[src/rtl/irq_ctl_pkg.sv]
package irq_ctl_pkg;

    typedef enum logic [1:0] {
        SEL_CAUSE = 2'd0,
        SEL_CSET  = 2'd1,
        SEL_MSET  = 2'd2,
        SEL_MCLR  = 2'd3
    } acc_sel_e;

endpackage

[src/rtl/irq_cause_reg.sv]
module irq_cause_reg #(
    parameter int DATA_W  = 32,
    parameter int SUM_BIT = 31
) (
    input  logic              clk,
    input  logic              rst_n,
    input  logic              clr_all_i,
    input  logic              w1c_i,
    input  logic              set_i,
    input  logic [DATA_W-1:0] wdata_i,
    input  logic [DATA_W-1:0] event_i,
    output logic [DATA_W-1:0] cause_d_o,
    output logic [DATA_W-1:0] cause_q_o
);

    typedef struct packed {
        logic [DATA_W-1:0] cause;
    } cause_st_t;

    cause_st_t st_d, st_q;
    logic [DATA_W-1:0] base;
    logic [DATA_W-1:0] merged;
    logic              load;

    always_comb begin
        st_d   = st_q;
        base   = st_q.cause;
        if (clr_all_i) begin
            base = '0;
        end else if (w1c_i) begin
            base = st_q.cause & ~wdata_i;
        end else if (set_i) begin
            base = st_q.cause | wdata_i;
        end
        merged = base | event_i;
        load   = clr_all_i | w1c_i | set_i | (|event_i);
        if (load) begin
            st_d.cause = merged;
            if (|merged) begin
                st_d.cause[SUM_BIT] = 1'b1;
            end
        end
    end

    always_ff @(posedge clk or negedge rst_n) begin
        if (!rst_n) begin
            st_q <= '0;
        end else begin
            st_q <= st_d;
        end
    end

    assign cause_d_o = st_d.cause;
    assign cause_q_o = st_q.cause;

    assert_summary_set_R2: assert property (@(posedge clk) disable iff (!rst_n)
        (|st_q.cause) |-> st_q.cause[SUM_BIT]);

    assert_set_ors_R3: assert property (@(posedge clk) disable iff (!rst_n)
        (set_i && !clr_all_i && !w1c_i) |=> ((st_q.cause & $past(wdata_i)) == $past(wdata_i)));

    assert_read_clears_R5: assert property (@(posedge clk) disable iff (!rst_n)
        (clr_all_i && event_i == '0) |=> (st_q.cause == '0));

    assert_event_kept_R8: assert property (@(posedge clk) disable iff (!rst_n)
        (|event_i) |=> ((st_q.cause & $past(event_i)) == $past(event_i)));

endmodule

[src/rtl/irq_mask_reg.sv]
module irq_mask_reg #(
    parameter int DATA_W = 32
) (
    input  logic              clk,
    input  logic              rst_n,
    input  logic              set_i,
    input  logic              clr_i,
    input  logic [DATA_W-1:0] wdata_i,
    output logic [DATA_W-1:0] mask_d_o,
    output logic [DATA_W-1:0] mask_q_o
);

    typedef struct packed {
        logic [DATA_W-1:0] mask;
    } mask_st_t;

    mask_st_t st_d, st_q;

    always_comb begin
        st_d = st_q;
        if (set_i) begin
            st_d.mask = st_q.mask | wdata_i;
        end else if (clr_i) begin
            st_d.mask = st_q.mask & ~wdata_i;
        end
    end

    always_ff @(posedge clk or negedge rst_n) begin
        if (!rst_n) begin
            st_q <= '0;
        end else begin
            st_q <= st_d;
        end
    end

    assign mask_d_o = st_d.mask;
    assign mask_q_o = st_q.mask;

    assert_mask_set_R7: assert property (@(posedge clk) disable iff (!rst_n)
        set_i |=> ((st_q.mask & $past(wdata_i)) == $past(wdata_i)));

    assert_mask_clr_R7: assert property (@(posedge clk) disable iff (!rst_n)
        (clr_i && !set_i) |=> ((st_q.mask & $past(wdata_i)) == '0));

endmodule

[src/rtl/irq_line_gen.sv]
module irq_line_gen #(
    parameter int DATA_W  = 32,
    parameter bit IRQ_REG = 1'b1
) (
    input  logic              clk,
    input  logic              rst_n,
    input  logic [DATA_W-1:0] cause_d_i,
    input  logic [DATA_W-1:0] mask_d_i,
    input  logic [DATA_W-1:0] cause_q_i,
    input  logic [DATA_W-1:0] mask_q_i,
    output logic              irq_o
);

    generate
        if (IRQ_REG) begin : g_reg
            typedef struct packed {
                logic irq;
            } line_st_t;

            line_st_t st_d, st_q;

            always_comb begin
                st_d.irq = |(cause_d_i & mask_d_i);
            end

            always_ff @(posedge clk or negedge rst_n) begin
                if (!rst_n) begin
                    st_q <= '0;
                end else begin
                    st_q <= st_d;
                end
            end

            assign irq_o = st_q.irq;
        end else begin : g_comb
            assign irq_o = |(cause_q_i & mask_q_i);
        end
    endgenerate

endmodule

[src/rtl/irq_cause_ctrl.sv]
module irq_cause_ctrl #(
    parameter int DATA_W  = 32,
    parameter int SUM_BIT = DATA_W - 1,
    parameter bit IRQ_REG = 1'b1
) (
    input  logic              clk,
    input  logic              rst_n,
    input  logic              acc_valid,
    input  logic              acc_write,
    input  logic [1:0]        acc_sel,
    input  logic [DATA_W-1:0] acc_wdata,
    output logic [DATA_W-1:0] acc_rdata,
    input  logic [DATA_W-1:0] hw_event_i,
    output logic              irq_o
);

    import irq_ctl_pkg::*;

    acc_sel_e          sel;
    logic              rd_en, wr_en;
    logic              cause_rdclr, cause_w1c, cause_set;
    logic              mask_set, mask_clr;
    logic [DATA_W-1:0] cause_d, cause_q, mask_d, mask_q;

    always_comb begin
        sel         = acc_sel_e'(acc_sel);
        rd_en       = acc_valid & ~acc_write;
        wr_en       = acc_valid &  acc_write;
        cause_rdclr = rd_en & (sel == SEL_CAUSE);
        cause_w1c   = wr_en & (sel == SEL_CAUSE);
        cause_set   = wr_en & (sel == SEL_CSET);
        mask_set    = wr_en & (sel == SEL_MSET);
        mask_clr    = wr_en & (sel == SEL_MCLR);
    end

    always_comb begin
        acc_rdata = '0;
        if (rd_en) begin
            case (sel)
                SEL_CAUSE: acc_rdata = cause_q;
                SEL_MSET:  acc_rdata = mask_q;
                default:   acc_rdata = '0;
            endcase
        end
    end

    irq_cause_reg #(.DATA_W(DATA_W), .SUM_BIT(SUM_BIT)) u_cause (
        .clk       (clk),
        .rst_n     (rst_n),
        .clr_all_i (cause_rdclr),
        .w1c_i     (cause_w1c),
        .set_i     (cause_set),
        .wdata_i   (acc_wdata),
        .event_i   (hw_event_i),
        .cause_d_o (cause_d),
        .cause_q_o (cause_q)
    );

    irq_mask_reg #(.DATA_W(DATA_W)) u_mask (
        .clk      (clk),
        .rst_n    (rst_n),
        .set_i    (mask_set),
        .clr_i    (mask_clr),
        .wdata_i  (acc_wdata),
        .mask_d_o (mask_d),
        .mask_q_o (mask_q)
    );

    irq_line_gen #(.DATA_W(DATA_W), .IRQ_REG(IRQ_REG)) u_line (
        .clk       (clk),
        .rst_n     (rst_n),
        .cause_d_i (cause_d),
        .mask_d_i  (mask_d),
        .cause_q_i (cause_q),
        .mask_q_i  (mask_q),
        .irq_o     (irq_o)
    );

    assert_irq_matches_R4: assert property (@(posedge clk) disable iff (!rst_n)
        irq_o == (|(cause_q & mask_q)));

endmodule

[config.mk]
export PLATFORM = sky130hd
export DESIGN_NAME = irq_cause_ctrl
export DESIGN_NICKNAME = d
export VERILOG_FILES = /design/src/rtl/irq_ctl_pkg.sv /design/src/rtl/irq_cause_reg.sv /design/src/rtl/irq_mask_reg.sv /design/src/rtl/irq_line_gen.sv /design/src/rtl/irq_cause_ctrl.sv
export SDC_FILE = /design/constraint.sdc
export NUM_CORES = 1
export LEC_CHECK = 0
export BUFFER_PORTS_ARGS = -buffer_cell sky130_fd_sc_hd__buf_2
export CAP_MARGIN = 20
export CORE_MARGIN = 4
export CORE_UTILIZATION = 26
export CTS_CLUSTER_DIAMETER = 200
export DETAILED_ROUTE_END_ITERATION = 8
export HOLD_SLACK_MARGIN = 0.06
export REMOVE_ABC_BUFFERS = 1
export SYNTH_ARGS = -nofsm -noshare
export SYNTH_HDL_FRONTEND = slang
export SYNTH_SLANG_ARGS = --single-unit
[constraint.sdc]
create_clock -name clk -period 3.45 [get_ports clk]
set_input_delay 0 -clock clk [delete_from_list [all_inputs] [get_ports clk]]
set_output_delay 0 -clock clk [all_outputs]
set_load 0.005 [all_outputs]
==> impl_metrics.tcl <==
set metrics [dict create \
    die_h_um 125 \
    synth_compound_area_share_pct 21.6 \
    seq_area_frac_synth_pct 45.7 \
    cts-root-buf "clkbuf_16" \
    drtIter0Drc 365 \
    grt_max_degree 46 \
    yosysWarnings 0 \
    crit_slowest_cell "nor4_1" \
    track_usage_pct 17.9 \
    dr.pass1.iters 6 \
    layout.filler_cells 1357 \
    tns_ns 0 \
    crit_chain "buf_2, buf_4, nor3b_4, buf_4, o21ai_2, a221o_1, nor4_1, nand4_1, nor4_2, o21ai_1" \
    critPathCaptureType "flop" \
    ios 103 \
    clock_latency_ns 0.33 \
    clk_pin_slew_worst_paths_ns 0.06 \
    post-route-period-util_pct 65.7 \
    startpoint_type "input port" \
    layout_commonest_cell "buf_2" \
    synth_area_leader_cell "dfrtp_1" \
    cpMostUsedCell "buf_4" \
    die_area_sq_um 15600 \
    status "completed" \
    drt_wl_total_mm 14.1 \
    cts_sinks 65 \
    drc 0 \
    cts_tree "built" \
    coreArea_sq_um 13300 \
    r2r_setup_slack_ns 1.50 \
    critPathRequiredTime_ns 3.66 \
    overflow 0 \
    finalCriticalPeriod_ns 2.27 \
    grt_pass1_wl_mm 22.3 \
    vias 3876 \
    fin_util_pct 39.0 \
    clk_path_buf_depth 2 \
    synth_fa_ha_area_share_pct 0 \
    drv_cap 0 \
    clock.fmax_ghz 0.441 \
    hold_buffers 67 \
    post_dp_cell_area_sq_um 4210 \
    synthSimpleGateAreaFrac_pct 18.8 \
    grt_pass1_vias 3933 \
    antenna_left 0 \
    num_rows 42 \
    layout_common_cells "102 x buf_2, 67 x dlygate4sd3_1, 65 x dfrtp_1" \
    stdcell_area_sq_um 5210 \
    synth_area_sq_um 3560 \
    setup_violations 0 \
    antenna_found_initial 0 \
    tightest_slew_ns 0.565 \
    synth_top_area_share_pct 45.7 \
    max_stage_delay_ns 0.44 \
    cts_max_level 3 \
    fp.dieW_um 125 \
    layout-drive-gt1-share_pct 24.6 \
    max-vdd-ir-drop_uv 228 \
    syn-mean-instance-area_sq_um 9.51 \
    powerDensity_nw_per_um2 428 \
    crit_arrival_ns 2.47 \
    multiInputGateArea_sq_um 1760 \
    wire_per_inst_um 19.7 \
    syn_to_final_growth_pct 46.3 \
    ctsResizeCount 0 \
    synthCells 374 \
    synthTopCellsByArea "dfrtp_1 46%, mux2i_1 9.0%, a221o_1 8.7%, o21ai_0 7.9%, nand4_1 6.5%" \
    post-cts-setup-buffers 0 \
    synth_xor_area_share_pct 0 \
    gp_congestion 0.896 \
    hold_viol_final 0 \
    antenna_cells 0 \
    start_util_pct 26.7 \
    critPathKind "input port to flop" \
    synth_top_family_by_area "compound AO/OA/AOI/OAI gates" \
    synthMuxAreaShare_pct 9.00 \
    finalMaxSlewViolations 0 \
    dp_hpwl_mm 9.96 \
    fin_skew_ns 0.00727 \
    rsz0062_at_grt "false" \
    nets 606 \
    hold_class "input port to flop" \
    vias_per_cell 5.41 \
    crit_fanout 33 \
    slew_headroom_pct 62.3 \
    ys_ff_latch 65 \
    ys_types 29 \
    cts_buffers 9 \
    io_buffers 102 \
    power_leakage_uw 0.00215 \
    final-seq-area_sq_um 1630 \
]
-- area by class of cell --
cell class              count  area share [%]
inverters                   3           0.216
repair buffers            182            25.1
clock buffers              13            5.19
well taps                 176            4.23
flip-flops and latches     65            31.2
multi-input cells         275            33.8
clock inverters             2           0.240
-- routing by layer --
metal	up-vias	global-route usage [%]	share of wire [%]
met1	1890	24.6	43
met2	189	28.7	47
met5	-	0	0
met4	0	4.59	2.0
li1	1778	-	-
met3	19	3.92	7.4
-- cell usage after synthesis (all sizes together) --
master  instances
dfrtp          65
inv             3
nand2          33
or3             1
o41ai           1
nor4           15
buf            13
a22oi          14
clkbuf         18
a221o          31
nand3           3
nor3b           1
nor2           33
mux2i          32
a21oi           2
o21ai          64
nor3            2
nand4          37
or4             4
and4b           1
a222oi          1
-- registers in the layout, indices dropped and copies added (netlist names) --
signal and count:
u_cause.cause_q_o 32, u_line.irq_o 1, u_mask.mask_q_o 32
-- kinds of logic (layout without fill, tap and decap cells) --
| family | after synthesis | in the layout |
|---|---|---|
| buffers and inverters | 34 | 200 |
| DFF | 65 | 65 |
| muxes | 32 | 32 |
| and+or+nand+nor | 130 | 130 |
| AOI/OAI and AO/OA | 113 | 113 |
-- worst paths after layout --
| check | from | to | depth (start not counted) |
|---|---|---|---|
| min reg2reg | u_mask.mask_q_o[6]$_DFF_PN0_ | u_mask.mask_q_o[6]$_DFF_PN0_ | 2 |
| max | acc_sel[1] | u_line.irq_o$_DFF_PN0_ | 10 |
| min | acc_wdata[5] | u_mask.mask_q_o[5]$_DFF_PN0_ | 3 |
| max reg2reg | u_cause.cause_q_o[30]$_DFF_PN0_ | u_line.irq_o$_DFF_PN0_ | 5 |
| min in group asynchronous | rst_n | u_mask.mask_q_o[10]$_DFF_PN0_ | 2 |
| max in group asynchronous | rst_n | u_mask.mask_q_o[25]$_DFF_PN0_ | 4 |
-- power by group --
part	leakage, uW	internal [uW]	switching (uW)
combinational	0.00131	202	262
sequential	0.000707	850	47.9
clock	0.000138	540	329
total	0.00215	1590	639
-- critical path: cells and delay by family --
family,cells,cell delay [ns]
AO/OA/AOI/OAI,3,0.60
AND/OR/NAND/NOR,4,1.16
buffers and inverters,3,0.70
-- through the flow --
step / worst slack [ns] / cells / power [uW] / hold WS (ns)
after floorplan: 1.41 / 343 / 1090 / -0.296
after global placement: 0.894 / 632 / 1300 / 0.239
after detailed placement: 0.912 / 632 / 1310 / 0.248
after CTS: 1.17 / 714 / 2230 / 0.0607
after global routing: 1.00 / 716 / 2320 / 0.0770
final: 1.18 / 716 / 2230 / 0.0476
(Power assumes the default switching activity.)
